$ cat src/rtl/rxcs_pkg.sv
package rxcs_pkg;
   localparam int REG_W      = 8;
   localparam int CTL_RST    = 7;
   localparam int CTL_FRST   = 6;
   localparam int CTL_GO     = 0;
   localparam int STS_C32    = 7;
   localparam int STS_C8     = 6;
   localparam int STS_BUSY   = 0;
   localparam logic [REG_W-1:0] CTL_KEEP =
      (REG_W'(1) << CTL_RST) | (REG_W'(1) << CTL_FRST) | (REG_W'(1) << CTL_GO);
endpackage

$ cat src/rtl/rxcs_ctrl_reg.sv
module rxcs_ctrl_reg
   import rxcs_pkg::*;
(
   input  logic             clk,
   input  logic             rst_n,
   input  logic             we,
   input  logic [REG_W-1:0] wdata,
   output logic [REG_W-1:0] ctrl_q,
   output logic             go_rise
);
   logic go_d;

   always_ff @(posedge clk) begin
      if (!rst_n) begin
         ctrl_q <= '0;
         go_d   <= 1'b0;
      end else begin
         go_d <= ctrl_q[CTL_GO];
         if (we) ctrl_q <= wdata & CTL_KEEP;
      end
   end

   assign go_rise = ctrl_q[CTL_GO] & ~go_d;
endmodule

$ cat src/rtl/rxcs_busy.sv
module rxcs_busy (
   input  logic clk,
   input  logic rst_n,
   input  logic abort,
   input  logic go_rise,
   input  logic done,
   output logic start_pulse,
   output logic busy
);
   assign start_pulse = go_rise & ~abort & ~busy;

   always_ff @(posedge clk) begin
      if (!rst_n || abort) busy <= 1'b0;
      else if (start_pulse) busy <= 1'b1;
      else if (done)        busy <= 1'b0;
   end
endmodule

$ cat src/rtl/rxcs_crc_latch.sv
module rxcs_crc_latch #(
   parameter int CNT_W = 12
) (
   input  logic             clk,
   input  logic             rst_n,
   input  logic             clr,
   input  logic             arm,
   input  logic             hit,
   input  logic [CNT_W-1:0] cnt,
   output logic             flag,
   output logic [CNT_W-1:0] cnt_q
);
   always_ff @(posedge clk) begin
      if (!rst_n || clr) begin
         flag  <= 1'b0;
         cnt_q <= '0;
      end else if (arm && hit) begin
         flag  <= 1'b1;
         cnt_q <= cnt;
      end
   end
endmodule

$ cat src/rtl/rx_ctl_stat.sv
module rx_ctl_stat
   import rxcs_pkg::*;
#(
   parameter int CNT_W   = 12,
   parameter int NUM_CRC = 2
) (
   input  logic             clk,
   input  logic             rst_n,
   input  logic             ctrl_we,
   input  logic [7:0]       ctrl_wdata,
   input  logic             crc32_ok,
   input  logic             crc8_ok,
   input  logic [CNT_W-1:0] byte_cnt,
   input  logic             rx_done,
   output logic [7:0]       ctrl_rdata,
   output logic [7:0]       stat_rdata,
   output logic             rx_rst,
   output logic             rxfifo_rst,
   output logic             rx_start_pulse,
   output logic             rx_busy,
   output logic [CNT_W-1:0] crc32_cnt,
   output logic [CNT_W-1:0] crc8_cnt
);
   localparam int CW = CNT_W;

   if (CNT_W < 1 || CNT_W > 16) begin : g_bad_w
      $error("rx_ctl_stat: CNT_W out of range");
   end
   if (NUM_CRC != 2) begin : g_bad_n
      $error("rx_ctl_stat: NUM_CRC must be 2");
   end

   logic [REG_W-1:0]   ctrl_q;
   logic               go_rise;
   logic               clr_crc;
   logic [NUM_CRC-1:0] hit_v;
   logic [NUM_CRC-1:0] flag_v;
   logic [CW-1:0]      cnt_v [NUM_CRC];

   rxcs_ctrl_reg u_ctrl (
      .clk(clk), .rst_n(rst_n), .we(ctrl_we), .wdata(ctrl_wdata),
      .ctrl_q(ctrl_q), .go_rise(go_rise)
   );

   assign rx_rst     = ctrl_q[CTL_RST];
   assign rxfifo_rst = ctrl_q[CTL_FRST];
   assign ctrl_rdata = ctrl_q;

   rxcs_busy u_busy (
      .clk(clk), .rst_n(rst_n), .abort(rx_rst), .go_rise(go_rise),
      .done(rx_done), .start_pulse(rx_start_pulse), .busy(rx_busy)
   );

   assign clr_crc = rx_rst | rx_start_pulse;
   assign hit_v   = {crc8_ok, crc32_ok};

   for (genvar g = 0; g < NUM_CRC; g++) begin : g_crc
      rxcs_crc_latch #(.CNT_W(CW)) u_lat (
         .clk(clk), .rst_n(rst_n), .clr(clr_crc), .arm(rx_busy),
         .hit(hit_v[g]), .cnt(byte_cnt), .flag(flag_v[g]), .cnt_q(cnt_v[g])
      );
   end

   assign crc32_cnt = cnt_v[0];
   assign crc8_cnt  = cnt_v[1];

   always_comb begin
      stat_rdata           = '0;
      stat_rdata[STS_C32]  = flag_v[0];
      stat_rdata[STS_C8]   = flag_v[1];
      stat_rdata[STS_BUSY] = rx_busy;
   end
endmodule

$ cat config.mk
export PLATFORM = sky130hd
export DESIGN_NAME = rx_ctl_stat
export DESIGN_NICKNAME = d
export VERILOG_FILES = /design/src/rtl/rxcs_pkg.sv /design/src/rtl/rxcs_ctrl_reg.sv /design/src/rtl/rxcs_busy.sv /design/src/rtl/rxcs_crc_latch.sv /design/src/rtl/rx_ctl_stat.sv
export SDC_FILE = /design/constraint.sdc
export NUM_CORES = 1
export LEC_CHECK = 0
export BUFFER_PORTS_ARGS = -buffer_cell sky130_fd_sc_hd__buf_2
export CAP_MARGIN = 25
export CORE_MARGIN = 5
export CORE_UTILIZATION = 42
export CTS_CLUSTER_SIZE = 25
export DETAILED_ROUTE_END_ITERATION = 6
export GPL_TIMING_DRIVEN = 0
export PLACE_DENSITY = 0.77
export SLEW_MARGIN = 20
export SYNTH_ARGS = -nofsm -noshare
export SYNTH_HDL_FRONTEND = slang
export SYNTH_SLANG_ARGS = --single-unit
$ cat constraint.sdc
create_clock -name clk -period 1.16 [get_ports clk]
set_input_delay 0.232 -clock clk [delete_from_list [all_inputs] [get_ports clk]]
set_output_delay 0.232 -clock clk [all_outputs]
set_load 0.1 [all_outputs]
### Word-level counts from Yosys, hierarchy flattened

Cells that the tools add are included.

| word-level totals | value |
|---|---|
| flip-flop bits (word level) | 31 |
| logic and storage cells | 22 |
| input port bits | 26 |

| operators by class | value |
|---|---|
| multiplexer cells | 2 |
| bitwise logic cells | 7 |
| reduce and logical (&&, ||, !) cells | 6 |

Operators with widths:

| kind | count |
|---|---|
| AND 1 bit | 3 |
| NOT 1 bit | 3 |
| logical AND 1 bit | 2 |
| logical OR 1 bit | 2 |
| two-way mux 1 bit | 2 |
| nonzero test 2 bit | 1 |
| zero test 1 bit | 1 |
| OR 1 bit | 1 |

### Logic depth before layout (Yosys ltp)

Gate-level depths: netlist (run 1).

| depth | value |
|---|---|
| word-level depth | 6 |
| mapped depth | 4 |

### Modules after synthesis

Synthesis (run 1) repeated with hierarchy kept, for this count alone.

| second synthesis, totals | value |
|---|---|
| cells, all modules | 151 |
| area, all modules | 1493.9 sq um |

By module, submodules not included:

| module | sequential area each (sq um) | cells each | area each (sq um) | times used |
|---|---|---|---|---|
| rxcs_crc_latch | 260.2 | 59 | 598.1 | 2 |
| rxcs_ctrl_reg | 80.1 | 18 | 182.7 | 1 |
| rx_ctl_stat | 0.0 | 10 | 70.1 | 1 |
| rxcs_busy | 20.0 | 5 | 45.0 | 1 |

### Worst setup path before layout (run 1)

OpenSTA, ideal clock, no wires.

| timing | value |
|---|---|
| kind | reg2out |
| start | reg u_ctrl.ctrl_q[0] |
| end | out rx_start_pulse |
| arrival time | 2.858 ns |
| slack | -1.930 ns |
| cell stages (with the launch flop) | 3 |
| cell sequence | dfxtp_1 nor3b_4 nor2b_1 |

| between the ends | value |
|---|---|
| cells in the longest elaborated chain, start to end | 3 |

RTL lines:

| element | RTL line | text |
|---|---|---|
| from (decl) | rxcs_ctrl_reg.sv:8 | `output logic [REG_W-1:0] ctrl_q,` |
| from (signal assigned) | rxcs_ctrl_reg.sv:19 | `if (we) ctrl_q <= wdata & CTL_KEEP;` |
| AND 1 bit | rxcs_ctrl_reg.sv:23 | `assign go_rise = ctrl_q[CTL_GO] & ~go_d;` |
| AND 1 bit (2 in series) | rxcs_busy.sv:10 | `assign start_pulse = go_rise & ~abort & ~busy;` |
| to (decl) | rx_ctl_stat.sv:19 | `output logic rx_start_pulse,` |

Every way passes these cells.

### Worst setup path after layout (run 1)

| timing | value |
|---|---|
| start | reg u_busy.busy |
| end | out rx_start_pulse |

| between the ends | value |
|---|---|
| cells in the longest elaborated chain, start to end | 2 |

RTL lines:

| element | RTL line | text |
|---|---|---|
| from (decl) | rxcs_busy.sv:8 | `output logic busy` |
| from (signal assigned) | rxcs_busy.sv:13 | `if (!rst_n \|\| abort) busy <= 1'b0;` |
| from (signal assigned) | rxcs_busy.sv:14 | `else if (start_pulse) busy <= 1'b1;` |
| from (signal assigned) | rxcs_busy.sv:15 | `else if (done) busy <= 1'b0;` |
| NOT 1 bit | rxcs_busy.sv:10 |  |
| AND 1 bit | rxcs_busy.sv:10 |  |

Every way passes these cells.

==> results of run 1 <==
-- cell type report --
cell class	count	area share
Multi-Input combinational cell	98	0.331
Buffer	32	0.116
Timing Repair Buffer	62	0.236
Sequential cell	31	0.262
Tap cell	48	0.0235
Clock buffer	7	0.0298
Clock inverter	1	0.00196
-- cell usage in the layout (no fill, tap or decap), types with 2 or more instances in the layout --
master and instances:
buf_4 39, dfxtp_2 25, nand3_1 24, a21bo_2 24
a211oi_2 24, buf_2 23, buf_6 16, buf_12 10
conb_1 10, clkbuf_8 5, dfxtp_4 5, nor2b_1 4
mux2i_1 3, clkbuf_16 3, buf_8 2, a21oi_2 2
nor3_2 2, clkbuf_1 2
-- through the flow --
stage	hold slack, ps	utilization	setup WS (ps)
floorplan	359	-	-635
global placement	468	0.566	-616
detailed placement	479	0.566	-628
CTS	213	0.661	-383
global route	224	0.710	-423
finish	207	0.710	-352
-- critical path, delay by kind of cell, from the launching register on --
kind / cells / cell delay (ps)
buffers and inverters: 2 / 290
AND/OR/NAND/NOR: 2 / 370
flip-flops: 1 / 340
-- how the worst max path moves through the flow --
stage           startpoint             end  slack, ps
6_report       u_busy.busy  rx_start_pulse       -350
5_1_grt        u_busy.busy  rx_start_pulse       -420
4_1_cts        u_busy.busy  rx_start_pulse       -380
3_5_place_dp   u_busy.busy  rx_start_pulse       -630
3_3_place_gp   u_busy.busy  rx_start_pulse       -620
2_1_floorplan  u_busy.busy  rx_start_pulse       -630
-- per-layer routing --
metal	vias to the layer above	wire length (um)
li1	679	-
met1	675	1660
met2	58	2200
met3	7	403
met4	0	61
met5	-	0
-- cells by family after synthesis --
logic type	after synthesis	synth area share
mux	3	0.0195
other cells	1	0.00243
buf+inv	32	0.158
simple gates	34	0.132
compound gates	51	0.286
flops	31	0.403
-- sequential cells by signal, indices dropped and copies added, names as in the netlist --
register	flops
u_ctrl.go_d	1
g_crc.u_lat.flag	2
u_ctrl.ctrl_q	3
g_crc.u_lat.cnt_q	24
u_busy.busy	1
-- cell usage after synthesis (2+ instances only) --
master | count | area [um2]
a211oi_1 | 24 | 180
a21bo_2 | 24 | 240
a21oi_1 | 2 | 10.0
buf_2 | 8 | 40.0
buf_4 | 16 | 120
buf_6 | 7 | 78.8
dfxtp_1 | 31 | 621
mux2i_1 | 3 | 30.0
nand3_1 | 24 | 120
nor2b_1 | 5 | 31.3
nor3_2 | 2 | 20.0
-- what timing repair did --
item                       CTS  global route
gates resized for setup     68            26
cloned                       0             4
setup endpoints to repair   57            37
setup buffers                7             2
pin swaps                    2            21
-- power groups by stage --
stage | clock, mW | combinational [mW] | sequential, mW
global route | 0.878 | 0.837 | 1.10
finish | 0.813 | 0.806 | 1.10
CTS | 0.816 | 0.745 | 1.10
floorplan | 0 | 0.421 | 1.25
global placement | 0 | 0.658 | 1.12
detailed placement | 0 | 0.660 | 1.12
==> summary.txt, run 1 <==
Yosys
  – Gate Count Post-Synth: 152
  – Sequential area share after synthesis: 0.403
  – Ys flop type: dfxtp_1
  – Synth Warn #: 0
  – EDFF count, synth: 0
  – Synth Register Bits: 31
  – Synth async-reset ratio: 0
  – Area of the mapped netlist: 1540 um2
  – Mean Syn Cell Area: 10.1 um2
  – Post-synth cell types: 17

Global route
  – Met3 usage: 0.0696
  – Total GRT Usage: 0.163
  – Met1 usage in global routing: 0.188
  – First-pass GRT wire length: 6530 um
  – Grt met2 use: 0.275
  – Largest net degree at the start of global routing: 11
  – Gr ovfl total: 0
  – Busiest grt layer: met2
  – Initial antenna violation count: 0
  – Vias in the first global route: approximately 1400

Place
  – Cell count after placement: 261
  – Final Wtd Congestion: 0.802
  – Post-DP HPWL: between 2000 and 3000 um
  – IO Port Bufs: 52
  – DP Area: 2040 um2

Power
  – Sw frac: 0.350
  – Pwr Total: between 2 and 3 mW
  – Leakage: ~1.1 nW
  – Pwr per Cell Area: 1060 nW/um2
  – VDD IR-drop max: 0.671 mV
  – Int Pwr: 1.77 mW
  – Clk pwr share: 0.299
  – Share of power burned in registers: 0.404
  – Gate power share: 0.297
  – Net Switching: 0.950 mW

Drt
  – Drt total wl: 4320 um
  – # DRC: 0
  – Via-per-instance ratio: 5.09
  – Drt wl/cell: about 15 um
  – Drt first-iter violations: 72
  – Pre-antenna DRT Iters: 4
  – Via Count: between 1000 and 1500
  – Post-route ant nets: 0

Final layout
  – Area Overhead vs Synth: 66.1%
  – Multi-input logic area: 846 um2
  – Layout cells sized above 1: 0.801
  – Finished Layout Cells: 279
  – Diode count: 0
  – Register area: approximately 670 um2
  – Filler cells: 268
  – Design area: approximately 2600 um2
  – Final nets: 256

Floorplan
  – CORE AREA: 3610 um2
  – Initial Util: 0.427
  – Die Span Y: 70.6 um
  – Cell row count: 22
  – Die width: 70.6 um
  – Die area: around 5000 um2
  – Io pins: 70

Clocking
  – CTS root buf: clkbuf_8
  – CTS max path bufs: 2
  – Clock slew at reported path FFs: 60 ps
  – H-Tree Depth: 2
  – Cts-stage hold buffer count: 0
  – Inserted Clock Buffers: 5
  – Clock Latency Late Sink: 290 ps
  – Clock sink count: 31
  – CTS tree: yes

STA
  – F_max: 661 MHz
  – Setup_tns: -3790 ps
  – RSZ-0062 raised after global routing: yes
  – Clock Skew: 5.45 ps
  – Fin crit period: 1510 ps
  – Period utilization: 1.30
  – Max-slew violations: 0
  – Setup WS post-layout: -352 ps
  – Setup violations, final: 31
  – Fin. Hold Viols: 0

Flow run
  – Max-cap violations: 0

Worst setup path
  – Reg-to-reg endpoint: g_crc[1].u_lat.cnt_q[0]
  – Crit path DAT: 1280 ps
  – WP data required: between 900 and 1000 ps
  – Crit start category: register
  – Worst path cell trace: buf_6 > nor3b_4 > nor2b_4 > buf_12
  – Worst flop-to-flop path startpoint: u_busy.busy
  – Crit-path slowest cell: dfxtp_4
  – Worst Setup Path Type: register to primary output
  – Worst setup EP type: primary output
  – Worst-path fanout max: 2
  – Reg2Reg Depth: 6
  – FF-to-FF setup slack: -200 ps
  – Slowest stage delay, CP: 340 ps

Run status
  – Outcome: finished with violations
  – Violated checks: negative setup slack

Hold path
  – Worst Hold End: u_ctrl.ctrl_q[0]
  – Min-delay src: ctrl_wdata[0]
  – Min-Delay Path Class: input pin to register
  – Hold depth: 3
(Power assumes the default switching activity.)
==> run 2: changes to the inputs <==
--- a/config.mk
+++ b/config.mk
@@ -5,6 +5,7 @@
 export SDC_FILE = /design/constraint.sdc
 export NUM_CORES = 1
 export LEC_CHECK = 0
+export ABC_CLOCK_PERIOD_IN_PS = 1160
 export BUFFER_PORTS_ARGS = -buffer_cell sky130_fd_sc_hd__buf_2
 export CAP_MARGIN = 25
 export CORE_MARGIN = 5
==> constraint.sdc (replaced) <==
create_clock -name clk -period 1.16 [get_ports clk]
set_input_delay 0.116 -clock clk [delete_from_list [all_inputs] [get_ports clk]]
set_output_delay 0.116 -clock clk [all_outputs]
set_load 0.1 [all_outputs]
==> run 2 against run 1 <==
Against the previous run:
- the run still ends with negative setup slack left
- clock power about the same
- global-route usage up 0.30 points
- sequential share of layout area up 0.47 points
==> summary.txt, run 2 (synthesis results as in run 1) <==
Run status
  – Outcome: finished with violations (unchanged)
  – Violated checks: negative setup slack (unchanged)

Global route
  – First-pass GRT wire length: 6440 um (was 6530 um)
  – Initial antenna violation count: 0 (unchanged)
  – Vias in the first global route: 1331 (was 1370)
  – Gr ovfl total: 0 (unchanged)
  – Largest net degree at the start of global routing: 11 (unchanged)
  – Total GRT Usage: 0.166 (was 0.163)

Drt
  – Drt total wl: 4520 um (was 4320 um)
  – Via Count: 1372 (was 1419)
  – Post-route ant nets: 0 (unchanged)
  – Drt wl/cell: 16.3 um (was 15.5 um)
  – Drt first-iter violations: 102 (was 72)
  – Pre-antenna DRT Iters: 4 (unchanged)
  – Via-per-instance ratio: 4.94 (was 5.09)
  – # DRC: 0 (unchanged)

Final layout
  – Regs by FF count: g_crc.u_lat.cnt_q (24), u_ctrl.ctrl_q (3), g_crc.u_lat.flag (2) (unchanged)
  – Filler cells: 281 (was 268)
  – Finished Layout Cells: 278 (was 279)
  – Most frequent cells in the layout: 26 x buf_4, 26 x buf_2, 25 x dfxtp_2 (was 39 x buf_4, 25 x dfxtp_2, 24 x nand3_1, 24 x a21bo_2, 24 x a211oi_2)
  – Number of flip-flops in the largest register: 24 (unchanged)
  – Area Overhead vs Synth: 62.3% (was 66.1%)
  – Final nets: 255 (was 256)
  – Diode count: 0 (unchanged)
  – Biggest register: g_crc.u_lat.cnt_q (unchanged)
  – Design area: 2500 um2 (was 2560 um2)
  – Layout cells sized above 1: 0.852 (was 0.801)

Power
  – Sw frac: 0.354 (was 0.350)
  – VDD IR-drop max: 0.658 mV (was 0.671 mV)
  – Pwr per Cell Area: 1080 nW/um2 (was 1060 nW/um2)
  – Share of power burned in registers: 0.409 (was 0.404)
  – Net Switching: 0.953 mW (was 0.950 mW)
  – Leakage: 1.03 nW (was 1.07 nW)
  – Clk pwr share: 0.301 (was 0.299)
  – Int Pwr: 1.74 mW (was 1.77 mW)
  – Gate power share: 0.290 (was 0.297)
  – Pwr Total: 2.69 mW (was 2.72 mW)

Worst setup path
  – Crit-path slowest cell: dfxtp_4 (unchanged)
  – Worst flop-to-flop path startpoint: u_busy.busy (unchanged)
  – Crit path buffers/inverters: 2 (unchanged)
  – Crit path DAT: 1280 ps (about the same)
  – Slowest stage delay, CP: 350 ps (was 340 ps)
  – WP data required: 1040 ps (was 930 ps)
  – Worst Setup Path Type: register to primary output (unchanged)
  – Worst path cell trace: buf_6 > nor3b_4 > nor2b_4 > buf_12 (unchanged)
  – Reg-to-reg endpoint: g_crc[0].u_lat.cnt_q[6] (was g_crc[1].u_lat.cnt_q[0])
  – Delay-heaviest family, CP: simple AND/OR/NAND/NOR gates (unchanged)
  – Worst setup EP type: primary output (unchanged)
  – Reg2Reg Depth: 6 (unchanged)
  – FF-to-FF setup slack: -180 ps (was -200 ps)
  – Worst-path fanout max: 2 (unchanged)
  – Crit start category: register (unchanged)

STA
  – Clock Skew: 3.63 ps (was 5.45 ps)
  – Setup violations, final: 28 (was 31)
  – RSZ-0062 raised after global routing: yes (unchanged)
  – Fin crit period: 1390 ps (was 1510 ps)
  – F_max: 718 MHz (was 661 MHz)
  – Fin. Hold Viols: 0 (unchanged)
  – Period utilization: 1.20 (was 1.30)
  – Setup_tns: -3640 ps (was -3790 ps)
  – Setup WS post-layout: -233 ps (was -352 ps)
  – Max-slew violations: 0 (unchanged)

Place
  – Dpl ws: -519 ps (was -628 ps)
  – Post-DP HPWL: 2990 um (was 2860 um)
  – IO Port Bufs: 52 (unchanged)
  – Cell count after placement: 261 (unchanged)
  – DP Area: 2040 um2 (about the same)
  – Final Wtd Congestion: 0.787 (was 0.802)

Floorplan
  – Cell row count: 22 (unchanged)
  – CORE AREA: 3610 um2 (unchanged)
  – Die area: 4980 um2 (unchanged)
  – Io pins: 70 (unchanged)
  – Initial Util: 0.427 (unchanged)
  – Die width: 70.6 um (unchanged)
  – Die Span Y: 70.6 um (unchanged)

Clocking
  – H-Tree Depth: 2 (unchanged)
  – Clock slew at reported path FFs: 60 ps (about the same)
  – Clock sink count: 31 (unchanged)
  – CTS tree: yes (unchanged)
  – CTS max path bufs: 2 (unchanged)
  – Clock Latency Late Sink: 280 ps (was 290 ps)
  – Inserted Clock Buffers: 5 (unchanged)
  – Cts-stage hold buffer count: 0 (unchanged)
  – CTS root buf: clkbuf_8 (unchanged)

Hold path
  – Min-delay src: ctrl_wdata[7] (was ctrl_wdata[0])
  – Min-Delay Path Class: input pin to register (unchanged)
  – Worst Hold End: u_ctrl.ctrl_q[7] (was u_ctrl.ctrl_q[0])
  – Hold depth: 3 (unchanged)

Flow run
  – Max-cap violations: 0 (unchanged)
==> run 2: cell types whose count changed in the layout (fill, tap and decap cells not counted), moves of 2 or more <==
cell,before,now
nand3_2,0,13
buf_6,16,18
clkbuf_16,3,0
buf_12,10,2
buf_4,39,26
clkbuf_4,1,17
buf_2,23,26
nand3_1,24,11
==> run 2: layer usage <==
layer	part of all wire	vias to the layer above	GRT usage
met2	0.53	51	0.278
met4	0	0	0.0626
met3	0.080	0	0.0739
met5	0	-	0
li1	-	675	-
met1	0.39	646	0.187
==> run 2: worst reg2reg max path, delay by kind of cell (launching register included) <==
| family | cells | cell delay [ps] |
|---|---|---|
| buf+inv | 4 | 530 |
| flops | 1 | 350 |
| compound gates | 2 | 400 |
==> run 2: power groups by stage <==
stage | Combinational, mW | Sequential (mW) | Clock (mW)
finish | 0.779 | 1.10 | 0.810
global route | 0.807 | 1.10 | 0.884
CTS | 0.716 | 1.10 | 0.845
detailed placement | 0.661 | 1.12 | 0
global placement | 0.657 | 1.12 | 0
floorplan | 0.421 | 1.25 | 0
==> run 2: timing repair <==
item / in CTS / in global routing
gates cloned: 2 / 1
gates resized for setup: 34 / 55
pin swaps: 4 / 28
setup buffers: 4 / 4
endpoints found under the setup margin: 37 / 49
==> run 2: how the worst max path moves through the flow <==
stage                startpoint              to  cells past startpoint
floorplan           u_busy.busy  rx_start_pulse                      3
detailed placement  u_busy.busy  rx_start_pulse                      4
finish              u_busy.busy  rx_start_pulse                      4
global placement    u_busy.busy  rx_start_pulse                      4
CTS                 u_busy.busy  rx_start_pulse                      4
global route        u_busy.busy  rx_start_pulse                      4
==> run 2: area by class of cell <==
type,count,area (um2),area share
Buffer,32,275,0.110
Timing Repair Buffer,61,479,0.192
Tap cell,48,60.1,0.0240
Multi-Input combinational cell,98,938,0.375
Sequential cell,31,667,0.267
Clock buffer,8,80.1,0.0320
==> run 2: through the flow <==
stage | hold slack (ps) | utilization
after floorplan | 243 | -
after global placement | 375 | 0.565
after CTS | 84.3 | 0.630
after detailed placement | 392 | 0.565
final | 97.6 | 0.693
after global routing | 87.3 | 0.693
==> run 3: changes to the inputs <==
--- a/config.mk
+++ b/config.mk
@@ -18,3 +18,4 @@
 export SYNTH_ARGS = -nofsm -noshare
 export SYNTH_HDL_FRONTEND = slang
 export SYNTH_SLANG_ARGS = --single-unit
+export TNS_END_PERCENT = 10
==> run 3 against run 2 <==
Against the previous run:
- the run still ends with negative setup slack left
- clock power increased by 14%
- worst setup slack got worse by 5.9 ps
- register-to-register slack got worse by 50 ps
- critical endpoint unchanged
- largest power group unchanged
==> summary.txt, run 3 (synthesis results as in run 1) <==
Floorplan
  – Cell row count: 22 (unchanged)
  – Die area: 4980 um2 (unchanged)
  – Die Span Y: 70.6 um (unchanged)
  – Io pins: 70 (unchanged)
  – Die width: 70.6 um (unchanged)
  – Initial Util: 0.427 (unchanged)
  – CORE AREA: 3610 um2 (unchanged)

Clocking
  – CTS root buf: clkbuf_8 (unchanged)
  – Cts-stage hold buffer count: 0 (unchanged)
  – H-Tree Depth: 2 (unchanged)
  – CTS max path bufs: 2 (unchanged)
  – Clock slew at reported path FFs: 60 ps (about the same)
  – Clock sink count: 31 (unchanged)
  – Clock Latency Late Sink: 280 ps (about the same)
  – CTS tree: yes (unchanged)
  – Inserted Clock Buffers: 5 (unchanged)

Global route
  – First-pass GRT wire length: 6330 um (was 6440 um)
  – Total GRT Usage: 0.159 (was 0.166)
  – Initial antenna violation count: 0 (unchanged)
  – Gr ovfl total: 0 (unchanged)
  – Largest net degree at the start of global routing: 11 (unchanged)
  – Vias in the first global route: 1373 (was 1331)

Place
  – Final Wtd Congestion: 0.816 (was 0.787)
  – Post-DP HPWL: 2720 um (was 2990 um)
  – Cell count after placement: 261 (unchanged)
  – DP Area: 1930 um2 (was 2040 um2)
  – Dpl ws: -493 ps (was -519 ps)
  – IO Port Bufs: 52 (unchanged)

Final layout
  – Final core utilization: 0.657 (was 0.693)
  – Number of flip-flops in the largest register: 24 (unchanged)
  – Filler cells: 291 (was 281)
  – Most frequent cells in the layout: 30 x buf_4, 26 x buf_2, 26 x dfxtp_1 (was 26 x buf_4, 26 x buf_2, 25 x dfxtp_2)
  – Area Overhead vs Synth: 53.9% (was 62.3%)
  – Final nets: 253 (was 255)
  – Regs by FF count: g_crc.u_lat.cnt_q (24), u_ctrl.ctrl_q (3), g_crc.u_lat.flag (2) (unchanged)
  – Diode count: 0 (unchanged)
  – Biggest register: g_crc.u_lat.cnt_q (unchanged)
  – Finished Layout Cells: 276 (was 278)
  – Design area: 2370 um2 (was 2500 um2)
  – Most common cell after layout, fill and taps aside: buf_4
  – Layout cells sized above 1: 0.693 (was 0.852)

Worst setup path
  – Critical Path Start: u_busy.busy (unchanged)
  – Worst Setup Path Type: register to primary output (unchanged)
  – Crit-path slowest cell: dfxtp_4 (unchanged)
  – Slowest stage delay, CP: 340 ps (was 350 ps)
  – Worst flop-to-flop path startpoint: u_busy.busy (unchanged)
  – Reg-to-reg endpoint: g_crc[0].u_lat.cnt_q[3] (was g_crc[0].u_lat.cnt_q[6])
  – WP data required: 1040 ps (about the same)
  – Delay-heaviest family, CP: simple AND/OR/NAND/NOR gates (unchanged)
  – Reg2Reg Depth: 6 (unchanged)
  – FF-to-FF setup slack: -230 ps (was -180 ps)
  – Crit path buffers/inverters: 2 (unchanged)
  – CP Depth: 4 (unchanged)
  – Worst-path fanout max: 2 (unchanged)
  – Crit path DAT: 1280 ps (about the same)
  – Worst setup EP type: primary output (unchanged)
  – Crit start category: register (unchanged)
  – Critical path capture point: rx_start_pulse (unchanged)
  – Worst path cell trace: buf_6 > nor3b_4 > nor2b_4 > buf_12 (unchanged)

Drt
  – Pre-antenna DRT Iters: 4 (unchanged)
  – Post-route ant nets: 0 (unchanged)
  – Drt total wl: 4210 um (was 4520 um)
  – Drt wl/cell: 15.3 um (was 16.3 um)
  – Top layer in use: met4 (was met3)
  – WL met2: 2150 um (was 2380 um)
  – Metal-1 WL: 1690 um (was 1780 um)
  – Metal3 WL: 300 um (was 364 um)
  – Drt first-iter violations: 63 (was 102)
  – Via-per-instance ratio: 5.03 (was 4.94)
  – # DRC: 0 (unchanged)
  – Via Count: 1388 (was 1372)

STA
  – Fin. Hold Viols: 0 (unchanged)
  – Max-slew violations: 0 (unchanged)
  – Period utilization: 1.21 (was 1.20)
  – Setup WS post-layout: -238 ps (was -233 ps)
  – RSZ-0062 raised after global routing: yes (unchanged)
  – Clock Skew: 2.87 ps (was 3.63 ps)
  – F_max: 715 MHz (was 718 MHz)
  – Setup violations, final: 28 (unchanged)
  – Min Hold Slack: 92.9 ps (was 97.6 ps)
  – Fin crit period: 1400 ps (was 1390 ps)

Flow run
  – Max-cap violations: 0 (unchanged)

Hold path
  – Min-Delay Path Class: input pin to register (unchanged)

Power
  – Leakage: 1.01 nW (was 1.03 nW)
  – Pwr per Cell Area: 1160 nW/um2 (was 1080 nW/um2)
  – VDD IR-drop max: 0.676 mV (was 0.658 mV)

Run status
  – Violated checks: negative setup slack (unchanged)
  – Outcome: finished with violations (unchanged)
[run 3: worst min-delay path: stages]
cell and delay [ps]:
buf_2 70, mux2i_1 60, nor2b_1 90
[run 3: layout make-up]
class | instances | area (um2) | share of cell area
sequential | 31 | 634 | 0.268
clock buffer | 8 | 100 | 0.0422
timing repair buffer | 59 | 452 | 0.191
tap | 48 | 60.1 | 0.0253
multi-input combinational | 98 | 855 | 0.361
buffer | 32 | 269 | 0.114
[run 3: what timing repair did]
| item | CTS | global route |
|---|---|---|
| endpoints found under the hold margin | 0 | 0 |
| setup endpoints to repair | 36 | 47 |
| gates cloned | 0 | 1 |
| pin swaps | 2 | 15 |
| gates resized for setup | 36 | 41 |
| buffers inserted | 5 | 1 |
[run 3: report_power, final]
group,total [mW],internal (mW),switching [mW]
clock,0.921,0.541,0.381
combinational,0.741,0.211,0.530
sequential,1.10,1.08,0.0141
[run 3: per-stage QoR]
stage          power [mW]  TNS (ps)
4_1_cts              2.73     -1820
3_3_place_gp         1.76     -2980
6_report             2.76     -3870
2_1_floorplan        1.65     -8930
5_1_grt              2.85     -5130
3_5_place_dp         1.76     -3060
[run 3: layer usage]
metal / GRT usage / vias up
li1: - / 675
met4: 0.0877 / 0
met5: 0 / -
met2: 0.248 / 48
met1: 0.190 / 655
met3: 0.0582 / 10
[run 3: worst min-delay path by stage]
stage	from	to	slack (ps)	depth (start not counted)
floorplan	rst_n	u_ctrl.ctrl_q[0]	240	1
global placement	ctrl_wdata[0]	u_ctrl.ctrl_q[0]	370	3
detailed placement	ctrl_wdata[0]	u_ctrl.ctrl_q[0]	380	3
CTS	ctrl_wdata[6]	u_ctrl.ctrl_q[6]	90	3
global route	rst_n	u_ctrl.go_d	100	2
finish	ctrl_wdata[0]	u_ctrl.ctrl_q[0]	90	3
